===== src/rtl/bus_router_pkg.sv =====
package bus_router_pkg;

  // Strobes from control to datapath; one transaction per cycle.
  typedef struct packed {
    logic masterIsB;     // user B owns the transaction
    logic memWrite;      // drive memory data and check buses
    logic memRead;       // return memory word, flags valid
    logic peerToMaster;  // transfer: master pulls peer word
    logic masterToPeer;  // transfer: peer receives master word
    logic masterOe;      // drive the master's bus
    logic peerOe;        // drive the non-master's bus
    logic syndView;      // return syndrome and stored check bits
    logic corrEn;        // return corrected word
  } routeCtl_t;

endpackage


===== src/rtl/ecc_codec.sv =====
module ecc_codec #(
  parameter int DATA_W  = 16,
  parameter int CHECK_W = 8
) (
  input  logic [DATA_W-1:0]  encData,
  output logic [CHECK_W-1:0] encCheck,
  input  logic [DATA_W-1:0]  decData,
  input  logic [CHECK_W-1:0] decCheck,
  output logic [CHECK_W-1:0] syndrome,
  output logic [DATA_W-1:0]  fixedData,
  output logic               singleErr,
  output logic               multiErr
);

  typedef logic [DATA_W-1:0][CHECK_W-1:0] colTable_t;

  // Columns: ascending CHECK_W-bit codes with exactly three ones.
  function automatic colTable_t buildCols();
    colTable_t t = '0;
    int n = 0;
    for (int v = 0; v < (1 << CHECK_W); v++) begin
      logic [CHECK_W-1:0] code = v[CHECK_W-1:0];
      if ($countones(code) == 3 && n < DATA_W) begin
        t[n] = code;
        n++;
      end
    end
    return t;
  endfunction

  localparam colTable_t COLS = buildCols();

  function automatic logic [CHECK_W-1:0] calcCheck(input logic [DATA_W-1:0] d);
    logic [CHECK_W-1:0] c = '0;
    for (int i = 0; i < DATA_W; i++) begin
      if (d[i]) c ^= COLS[i];
    end
    return c;
  endfunction

  logic [DATA_W-1:0] colHit;

  assign encCheck = calcCheck(encData);
  assign syndrome = calcCheck(decData) ^ decCheck;

  for (genvar i = 0; i < DATA_W; i++) begin : g_bitFix
    assign colHit[i]    = (syndrome == COLS[i]);
    assign fixedData[i] = decData[i] ^ colHit[i];
  end

  assign singleErr = (|colHit) || ($countones(syndrome) == 1);
  assign multiErr  = (syndrome != '0) && !singleErr;

endmodule


===== src/rtl/router_ctrl.sv =====
module router_ctrl
  import bus_router_pkg::*;
(
  input  logic      memSel,
  input  logic      masterSel,
  input  logic      correctEn,
  input  logic      syndReadN,
  input  logic      rdA,
  input  logic      enAN,
  input  logic      memAN,
  input  logic      rdB,
  input  logic      enBN,
  input  logic      memBN,
  output routeCtl_t ctl
);

  logic mRd, mEnN, mMemN, pEnN, active;

  // Only the master's strobes start anything; peer contributes its enable.
  assign mRd    = masterSel ? rdB   : rdA;
  assign mEnN   = masterSel ? enBN  : enAN;
  assign mMemN  = masterSel ? memBN : memAN;
  assign pEnN   = masterSel ? enAN  : enBN;
  assign active = !mMemN;

  always_comb begin
    ctl              = '0;
    ctl.masterIsB    = masterSel;
    ctl.memWrite     = active &&  memSel && !mRd;
    ctl.memRead      = active &&  memSel &&  mRd;
    ctl.peerToMaster = active && !memSel &&  mRd;
    ctl.masterToPeer = active && !memSel && !mRd;
    ctl.masterOe     = !mEnN && (ctl.memRead || ctl.peerToMaster);
    ctl.peerOe       = !pEnN && (ctl.memRead || ctl.memWrite || ctl.masterToPeer);
    ctl.syndView     = ctl.memRead && !syndReadN;
    ctl.corrEn       = ctl.memRead && correctEn;
  end

endmodule


===== src/rtl/router_dpath.sv =====
module router_dpath
  import bus_router_pkg::*;
#(
  parameter int DATA_W  = 16,
  parameter int CHECK_W = 8
) (
  input  logic               clk,
  input  logic               rstN,
  input  routeCtl_t          ctl,
  input  logic [DATA_W-1:0]  uaIn,
  input  logic [DATA_W-1:0]  ubIn,
  input  logic [DATA_W-1:0]  mdIn,
  input  logic [CHECK_W-1:0] mcIn,
  output logic [DATA_W-1:0]  uaOut,
  output logic               uaOe,
  output logic [DATA_W-1:0]  ubOut,
  output logic               ubOe,
  output logic [DATA_W-1:0]  mdOut,
  output logic               mdOe,
  output logic [CHECK_W-1:0] mcOut,
  output logic               mcOe,
  output logic               ceN,
  output logic               ueN
);

  localparam int VIEW_W = 2 * CHECK_W;

  logic [DATA_W-1:0]  masterIn, peerIn, viewWord, readWord, masterWord, peerWord;
  logic [DATA_W-1:0]  fixedData, uaNext, ubNext;
  logic [CHECK_W-1:0] genCheck, syndrome;
  logic               singleErr, multiErr, uaOeNext, ubOeNext;

  assign masterIn = ctl.masterIsB ? ubIn : uaIn;
  assign peerIn   = ctl.masterIsB ? uaIn : ubIn;

  ecc_codec #(.DATA_W(DATA_W), .CHECK_W(CHECK_W)) i_codec (
    .encData  (masterIn),
    .encCheck (genCheck),
    .decData  (mdIn),
    .decCheck (mcIn),
    .syndrome (syndrome),
    .fixedData(fixedData),
    .singleErr(singleErr),
    .multiErr (multiErr)
  );

  always_comb begin
    viewWord               = '0;
    viewWord[VIEW_W-1:0]   = {syndrome, mcIn};
  end

  assign readWord   = ctl.syndView ? viewWord : (ctl.corrEn ? fixedData : mdIn);
  assign masterWord = ctl.peerToMaster ? peerIn : readWord;
  assign peerWord   = (ctl.masterToPeer || ctl.memWrite) ? masterIn : readWord;

  assign uaOeNext = ctl.masterIsB ? ctl.peerOe   : ctl.masterOe;
  assign ubOeNext = ctl.masterIsB ? ctl.masterOe : ctl.peerOe;
  assign uaNext   = !uaOeNext ? '0 : (ctl.masterIsB ? peerWord : masterWord);
  assign ubNext   = !ubOeNext ? '0 : (ctl.masterIsB ? masterWord : peerWord);

  always_ff @(posedge clk) begin
    if (!rstN) begin
      uaOut <= '0;
      uaOe  <= 1'b0;
      ubOut <= '0;
      ubOe  <= 1'b0;
      mdOut <= '0;
      mdOe  <= 1'b0;
      mcOut <= '0;
      mcOe  <= 1'b0;
      ceN   <= 1'b1;
      ueN   <= 1'b1;
    end else begin
      uaOut <= uaNext;
      uaOe  <= uaOeNext;
      ubOut <= ubNext;
      ubOe  <= ubOeNext;
      mdOut <= ctl.memWrite ? masterIn : '0;
      mdOe  <= ctl.memWrite;
      mcOut <= ctl.memWrite ? genCheck : '0;
      mcOe  <= ctl.memWrite;
      ceN   <= !(ctl.memRead && singleErr);
      ueN   <= !(ctl.memRead && multiErr);
    end
  end

endmodule


===== src/rtl/dual_user_bus_router.sv =====
module dual_user_bus_router
  import bus_router_pkg::*;
#(
  parameter int DATA_W  = 16,
  parameter int CHECK_W = 8
) (
  input  logic               clk,
  input  logic               rstN,
  input  logic               memSel,
  input  logic               masterSel,
  input  logic               correctEn,
  input  logic               syndReadN,
  input  logic               rdA,
  input  logic               enAN,
  input  logic               memAN,
  input  logic               rdB,
  input  logic               enBN,
  input  logic               memBN,
  input  logic [DATA_W-1:0]  uaIn,
  output logic [DATA_W-1:0]  uaOut,
  output logic               uaOe,
  input  logic [DATA_W-1:0]  ubIn,
  output logic [DATA_W-1:0]  ubOut,
  output logic               ubOe,
  input  logic [DATA_W-1:0]  mdIn,
  output logic [DATA_W-1:0]  mdOut,
  output logic               mdOe,
  input  logic [CHECK_W-1:0] mcIn,
  output logic [CHECK_W-1:0] mcOut,
  output logic               mcOe,
  output logic               ceN,
  output logic               ueN
);

  routeCtl_t ctl;

  router_ctrl i_ctrl (
    .memSel   (memSel),
    .masterSel(masterSel),
    .correctEn(correctEn),
    .syndReadN(syndReadN),
    .rdA      (rdA),
    .enAN     (enAN),
    .memAN    (memAN),
    .rdB      (rdB),
    .enBN     (enBN),
    .memBN    (memBN),
    .ctl      (ctl)
  );

  router_dpath #(.DATA_W(DATA_W), .CHECK_W(CHECK_W)) i_dpath (
    .clk  (clk),
    .rstN (rstN),
    .ctl  (ctl),
    .uaIn (uaIn),
    .ubIn (ubIn),
    .mdIn (mdIn),
    .mcIn (mcIn),
    .uaOut(uaOut),
    .uaOe (uaOe),
    .ubOut(ubOut),
    .ubOe (ubOe),
    .mdOut(mdOut),
    .mdOe (mdOe),
    .mcOut(mcOut),
    .mcOe (mcOe),
    .ceN  (ceN),
    .ueN  (ueN)
  );

endmodule


===== config.mk =====
export PLATFORM = sky130hd
export DESIGN_NAME = dual_user_bus_router
export DESIGN_NICKNAME = d
export VERILOG_FILES = /design/src/rtl/bus_router_pkg.sv /design/src/rtl/ecc_codec.sv /design/src/rtl/router_ctrl.sv /design/src/rtl/router_dpath.sv /design/src/rtl/dual_user_bus_router.sv
export SDC_FILE = /design/constraint.sdc
export NUM_CORES = 1
export LEC_CHECK = 0
export CAP_MARGIN = 25
export CORE_MARGIN = 1
export CORE_UTILIZATION = 40
export CTS_BUF_LIST = sky130_fd_sc_hd__clkbuf_16
export DETAILED_ROUTE_END_ITERATION = 6
export HOLD_SLACK_MARGIN = 0.03
export PLACE_DENSITY = 0.77
export SYNTH_ARGS = -nofsm -noshare
export SYNTH_HDL_FRONTEND = slang
export SYNTH_HIERARCHICAL = 1
export SYNTH_SLANG_ARGS = --single-unit

===== constraint.sdc =====
create_clock -name clk -period 9.2 [get_ports clk]
set_input_delay 2.76 -clock clk [delete_from_list [all_inputs] [get_ports clk]]
set_output_delay 2.76 -clock clk [all_outputs]
set_load 0.01 [all_outputs]

# Word level (Yosys, flattened, before mapping)
# Index checks and enable logic that the tools add are counted.
dict set report totals {
  ff_bits 61
  wordCells 158
}
dict set report classes {
  n_addsub 7
  eq_ne 17
  mux 46
  n_bitwise 47
  n_reduce_logical 32
}
# cell count
set op_table {}
lappend op_table {{16-bit 2-to-1 mux} 8}
lappend op_table {{3-bit inverter} 29}
lappend op_table {{6-bit 2-to-1 mux} 12}
lappend op_table {{5-bit 2-to-1 mux} 12}
lappend op_table {{8-bit by 5-bit == test with 1-bit output, second input constant} 6}
lappend op_table {{8-bit by 6-bit == test with 1-bit output, second input constant} 6}
lappend op_table {{8-bit by 4-bit == test with 1-bit output, second input constant} 3}
lappend op_table {{4-bit 2-to-1 mux} 6}
lappend op_table {{16-bit OR reduction} 1}
lappend op_table {{1-bit bitwise XOR} 16}
lappend op_table {{1-bit logical AND} 13}
lappend op_table {{1-bit zero test} 9}
lappend op_table {{1-bit by 1-bit adder with 2-bit output} 4}
lappend op_table {{8-bit by 3-bit == test with 1-bit output, second input constant} 1}
lappend op_table {{8-bit nonzero test} 1}
lappend op_table {{8-bit bitwise XOR} 1}
lappend op_table {{2-bit by 2-bit adder with 3-bit output} 2}
lappend op_table {{1-bit 2-to-1 mux} 6}
lappend op_table {{3-bit 2-to-1 mux} 2}
lappend op_table {{2-bit AND reduction} 3}
lappend op_table {{1-bit logical OR} 5}
lappend op_table {{3-bit by 3-bit adder with 4-bit output} 1}
lappend op_table {{4-bit by 1-bit == test with 1-bit output, second input constant} 1}
lappend op_table {{2-bit inverter with 3-bit output} 1}

# Logic depth before layout (Yosys ltp)
dict set report logic_depth {
  word_depth 41
  ltp_mapped 20
  depth_no_buf 20
}

# Modules after synthesis
# The synthesis kept the hierarchy.
# module n_inst cells_per_inst area_each_um2 seq_area_each_um2
set by_module_without_submodules {}
lappend by_module_without_submodules {router_dpath 1 232 2381.0 1221.2}
lappend by_module_without_submodules {ecc_codec 1 169 1521.5 0.0}
lappend by_module_without_submodules {router_ctrl 1 21 172.7 0.0}

# Least setup slack after synthesis
# OpenSTA, ideal clock, no wires.
dict set report synth_path {
  kind {input port to flip-flop}
  start {input mdIn[0]}
  end {register i_dpath.ueN}
  t_arrival_ns 6.416
  setup_slack_ns 2.658
  stages 19
  path_buffers 0
  path_cell_list {xor2_1 -> xnor2_1 -> xnor2_1 -> xnor2_1 -> inv_1 -> fa_1 -> inv_1 -> fa_1 -> inv_1 -> fa_1 -> ha_1 -> inv_1 -> fa_1 -> nand2_1 -> a21oi_1 -> a211oi_2 -> nand4_2 -> a31oi_2 -> nand3_1}
}
dict set report synth_between {
  elab_chain_len 34
  word_cells_on_any_way 60
}
# item line
set synth_lines {}
lappend synth_lines {{start, declared} dual_user_bus_router.sv:25} ;# input logic [DATA_W-1:0] mdIn,
lappend synth_lines {{3-bit 2-to-1 mux *} ecc_codec.sv:36} ;# if (d[i]) c ^= COLS[i];
lappend synth_lines {{3-bit inverter (no line)} n/a}
lappend synth_lines {{4-bit 2-to-1 mux *} ecc_codec.sv:36}
lappend synth_lines {{3-bit inverter (no line)} n/a}
lappend synth_lines {{4-bit 2-to-1 mux * (2 in series)} ecc_codec.sv:36}
lappend synth_lines {{3-bit inverter (no line)} n/a}
lappend synth_lines {{5-bit 2-to-1 mux *} ecc_codec.sv:36}
lappend synth_lines {{3-bit inverter (no line)} n/a}
lappend synth_lines {{[... 16 more ...]} n/a}
lappend synth_lines {{via i_dpath.syndrome[0]} router_dpath.sv:30} ;# logic [CHECK_W-1:0] genCheck, syndrome;
lappend synth_lines {{[... 3 more ...]} n/a}
lappend synth_lines {{4-bit by 1-bit == test with 1-bit output} ecc_codec.sv:51} ;# assign singleErr = (|colHit) || ($countones(syndrome) == 1);
lappend synth_lines {{1-bit logical OR *} ecc_codec.sv:51}
lappend synth_lines {{via i_dpath.singleErr} router_dpath.sv:31} ;# logic singleErr, multiErr, uaOeNext, ubOeNext;
lappend synth_lines {{1-bit zero test *} ecc_codec.sv:52} ;# assign multiErr = (syndrome != '0) && !singleErr;
lappend synth_lines {{1-bit logical AND *} ecc_codec.sv:52}
lappend synth_lines {{via i_dpath.multiErr} router_dpath.sv:31}
lappend synth_lines {{1-bit logical AND *} router_dpath.sv:83} ;# ueN <= !(ctl.memRead && multiErr);
lappend synth_lines {{1-bit zero test *} router_dpath.sv:83}
lappend synth_lines {{end signal, assigned} router_dpath.sv:83}
lappend synth_lines {{end, declared} router_dpath.sv:23} ;# output logic ueN
# Mark *: on every way through the listed nets, which the timed path passes. The rest lies on a longest branch.
# A chain may end at the register's enable or synchronous reset.

# Final worst setup path
dict set report layout_path {
  start {input mdIn[1]}
  end {register i_dpath.ueN}
}
dict set report layout_between {
  word_cells_on_any_way 58
}
# item line
set layout_lines {}
lappend layout_lines {{4-bit 2-to-1 mux *} ecc_codec.sv:36}
lappend layout_lines {{3-bit inverter (no line)} n/a}
lappend layout_lines {{4-bit 2-to-1 mux * (2 in series)} ecc_codec.sv:36}
lappend layout_lines {{3-bit inverter (no line)} n/a}
lappend layout_lines {{5-bit 2-to-1 mux *} ecc_codec.sv:36}
lappend layout_lines {{3-bit inverter (no line)} n/a}
lappend layout_lines {{5-bit 2-to-1 mux * (2 in series)} ecc_codec.sv:36}
lappend layout_lines {{3-bit inverter (no line)} n/a}
lappend layout_lines {{[... 13 more ...]} n/a}
lappend layout_lines {{via i_dpath.syndrome[0]} router_dpath.sv:30}
lappend layout_lines {{[... 3 more ...]} n/a}
lappend layout_lines {{4-bit by 1-bit == test with 1-bit output} ecc_codec.sv:51}
lappend layout_lines {{1-bit logical OR *} ecc_codec.sv:51}
lappend layout_lines {{via i_dpath.singleErr} router_dpath.sv:31}
lappend layout_lines {{1-bit zero test *} ecc_codec.sv:52}
lappend layout_lines {{1-bit logical AND *} ecc_codec.sv:52}
lappend layout_lines {{via i_dpath.multiErr} router_dpath.sv:31}
lappend layout_lines {{1-bit logical AND *} router_dpath.sv:83}
lappend layout_lines {{1-bit zero test *} router_dpath.sv:83}
# Marks and branches as above.

==> reports/summary.md <==
• **count of hold-fix buffers inserted at cts** 0
• **setup ws final** 2.05 ns
• **wire length of the first global-routing pass** 17100 microns
• **number of placement rows** 36
• **Resized Gates After CTS** 0
• **critical path arrival** 7.34 ns
• **synthesized area per cell** 9.66 sq um
• **sw frac** 36.0%
• **maximum buffer depth of the clock tree** 2
• **Crit Path Max Fanout** 4
• **Total Negative Setup Slacks** 0 ns
• **Clock power frac** 27.0%
• **Hold Path Class** input pin to flip-flop
• **post-route ant nets** 0
• **final setup violation count** 0
• **# H-tree levels** 3
• **clock root buffer** clkbuf_16
• **number of antenna violations at the first check in global routing** 0
• **utilization after layout** 57.9%
• **IR Drop Worst-Case VDD** 0.123 mV
• **fraction of layout cells with a size suffix above 1** 12.8%
• **final critical-path share of the clock period** 77.8%
• **HPWL Detailed** 9100 microns
• **Worst Max-Slew Pin Slew** 1.03 ns
• **weighted congestion at the end of routability-driven global placement** 0.925
• **fraction of synthesis flops using an asynchronous set or reset pin** 0%
• **maximum number of pins on one net before global-route repair** 49
• **clock slew at the register clock pins of the worst setup and hold paths** 0.05 ns
• **Die Width** 103 microns
• **maxcap violations** 0
• **Post-Route WL** 11600 microns
• **power density cells** 189 mW/mm^2
• **synthesized area** 0.00408 sq mm
• **total die area** 0.0106 sq mm
• **number of flops mapped to enable cells by yosys** 0
• **die boundary height** 103 microns
• **number of synthesized register bits** 61
• **Max-Slew Margin vs Limit** 31.0%
• **Combinational Power Share** 47.0%
• **number of global-route vias before repair** 3331
• **register area share after synthesis** 30.0%
• **Ant. Diodes** 0
• **Synth Instances** 422
• **total clock buffers created by CTS** 9
• **Setup CP Type** input pin to flip-flop
• **dpl ws** 1.72 ns
• **Avg WL per Cell** 17.0 microns
• **net switching power of the design** 387 uW
• **vias post-DR** 3529
• **ports placed on the boundary** 130
• **violation count after the first detailed-route iteration** 156
• **prevailing post-synth register cell** dfxtp_1
• **run status** complete, no violations
• **Setup crit end kind** flip-flop
• **number of warnings issued by yosys** 6
• **final count of pins violating max slew** 0
• **initial standard-cell utilization of the core** 41.5%
• **startpoint types** input pin
• **clock tree from TritonCTS** built
• **layout-stage area growth over the synthesis result** 39.5%
• **overall overflow remaining after global route** 0
• **core region area** 0.00982 sq mm
• **first-pass iteration count of the detailed router** 4
• **setup fix buffers added after clock tree synthesis** 0
• **clock period minus worst slack** 7.15 ns
• **clk sinks** 61
• **Lkg Pwr** 0.00221 uW
• **internal power contribution** 686 uW
• **Port Buffers** 129
• **top achievable clock speed** 0.140 GHz
• **total number of nets in the final design** 623
• **number of distinct library cells after synthesis** 55
• **global-route usage over all layers** 21.8%
• **sequential share of power** 26.0%
• **routed vias/inst** 5.17
• **unrepaired setup endpoints after global routing** no
• **Worst Path Required** 9.39 ns
• **post-detailed-route DRC marker count** 0
• **number of failing hold endpoints at the final stage** 0
## per-stage QoR
stage | std cells | hold WS, ns | cell area, sq um | total power (uW)
6_report | 682 | 3.02 | 5680 | 1070
4_1_cts | 682 | 3.02 | 5680 | 1070
3_5_place_dp | 666 | 3.35 | 5420 | 779
2_1_floorplan | 423 | 2.88 | 4080 | 641
5_1_grt | 682 | 3.05 | 5680 | 1130
3_3_place_gp | 666 | 3.36 | 5420 | 764
## final timing paths
check	start	to	slack (ns)	cells past startpoint
min	uaIn[11]	i_dpath/ubOut[11]	3.02	3
max	mdIn[1]	i_dpath/ueN	2.05	20
## flip-flops by register name (all words and copies together) (netlist names)
name,cells
i_dpath/ceN,1
i_dpath/mcOut,8
i_dpath/ubOe,1
i_dpath/uaOe,1
i_dpath/uaOut,16
i_dpath/mdOut,16
i_dpath/mcOe,1
i_dpath/ueN,1
i_dpath/ubOut,16
## worst max-delay path: stages
cell and delay (ns):
clkdlybuf4s50_1 0.57, xor2_1 0.27, xnor2_1 0.21, xnor2_1 0.13
xnor2_1 0.30, inv_1 0.17, fa_1 0.55, inv_1 0.05
fa_1 0.47, inv_1 0.05, fa_1 0.48, ha_1 0.16
inv_1 0.06, fa_1 0.44, nand2_1 0.07, a21oi_1 0.05
a211oi_2 0.17, nand4_2 0.14, a31oi_2 0.15, nand3_1 0.08
## layout by cell type, fill, tap and decap left out, drive strengths merged, types with 2 or more instances in the layout
cell,instances
nand2,25
xnor3,5
nand4,3
dfxtp,61
conb,2
clkinvlp,2
and2,18
mux2,18
o2bb2ai,16
xor3,3
nand3,17
o21ai,19
ha,7
nor3,7
a21oi,3
and3,8
o22ai,16
mux2i,20
nor2,15
o211ai,3
xnor2,61
buf,5
nor3b,2
xor2,16
nand2b,2
clkdlybuf4s50,128
clkinv,3
a211oi,2
clkbuf,9
fa,4
inv,34
or2,2
## layout make-up
| class | count | area (sq um) |
|---|---|---|
| Fill cell | 872 | 4140 |
| Multi-Input combinational cell | 307 | 2600 |
| Timing Repair Buffer | 133 | 1320 |
| Sequential cell | 61 | 1220 |
| Clock buffer | 9 | 225 |
| Tap cell | 133 | 166 |
| Inverter | 32 | 120 |
| Clock inverter | 7 | 35.0 |
## synthesized netlist by cell type, types with 5 or more instances
library cell | n | area share [%]
mux2_2 | 18 | 5.0
nand2_1 | 24 | 2.2
and2_1 | 18 | 2.8
buf_4 | 6 | 1.1
ha_1 | 7 | 2.1
nor2_1 | 14 | 1.3
inv_1 | 31 | 2.9
dfxtp_1 | 61 | 30
mux2i_1 | 20 | 4.9
xnor2_2 | 6 | 2.4
nand3_1 | 15 | 1.8
o2bb2ai_1 | 16 | 3.4
o21ai_0 | 19 | 2.3
xor2_1 | 14 | 3.0
and3_1 | 8 | 1.2
nor3_1 | 5 | 0.61
xnor2_1 | 55 | 12
clkbuf_1 | 8 | 0.74
o22ai_1 | 16 | 2.5
buf_2 | 6 | 0.74
## logic make-up after synthesis
| logic type | Yosys count | synth area share (%) |
|---|---|---|
| and+or+nand+nor | 105 | 14.7 |
| xor gates and xnor gates | 85 | 22.7 |
| AOI/OAI and AO/OA | 66 | 12.2 |
| DFF | 61 | 30.0 |
| buffers and inverters | 55 | 6.36 |
| muxes | 38 | 9.89 |
| adders and majority gates | 11 | 4.11 |
| other | 1 | 0.0920 |
## routing by layer
| layer | share of wire, % | GRT usage, % | up-vias |
|---|---|---|---|
| met5 | 0 | 0 | - |
| met4 | 2.0 | 8.45 | 0 |
| met3 | 7.5 | 3.59 | 17 |
| met2 | 49 | 38.3 | 164 |
| met1 | 41 | 26.6 | 1675 |
| li1 | - | - | 1673 |
## power by group through the flow
stage | Sequential, uW | Combinational, uW | Clock, uW
2_1_floorplan | 289 | 352 | 0
3_3_place_gp | 284 | 480 | 0
3_5_place_dp | 284 | 495 | 0
4_1_cts | 279 | 501 | 290
5_1_grt | 279 | 553 | 303
6_report | 279 | 505 | 290
Power figures use the tool's default switching activity.
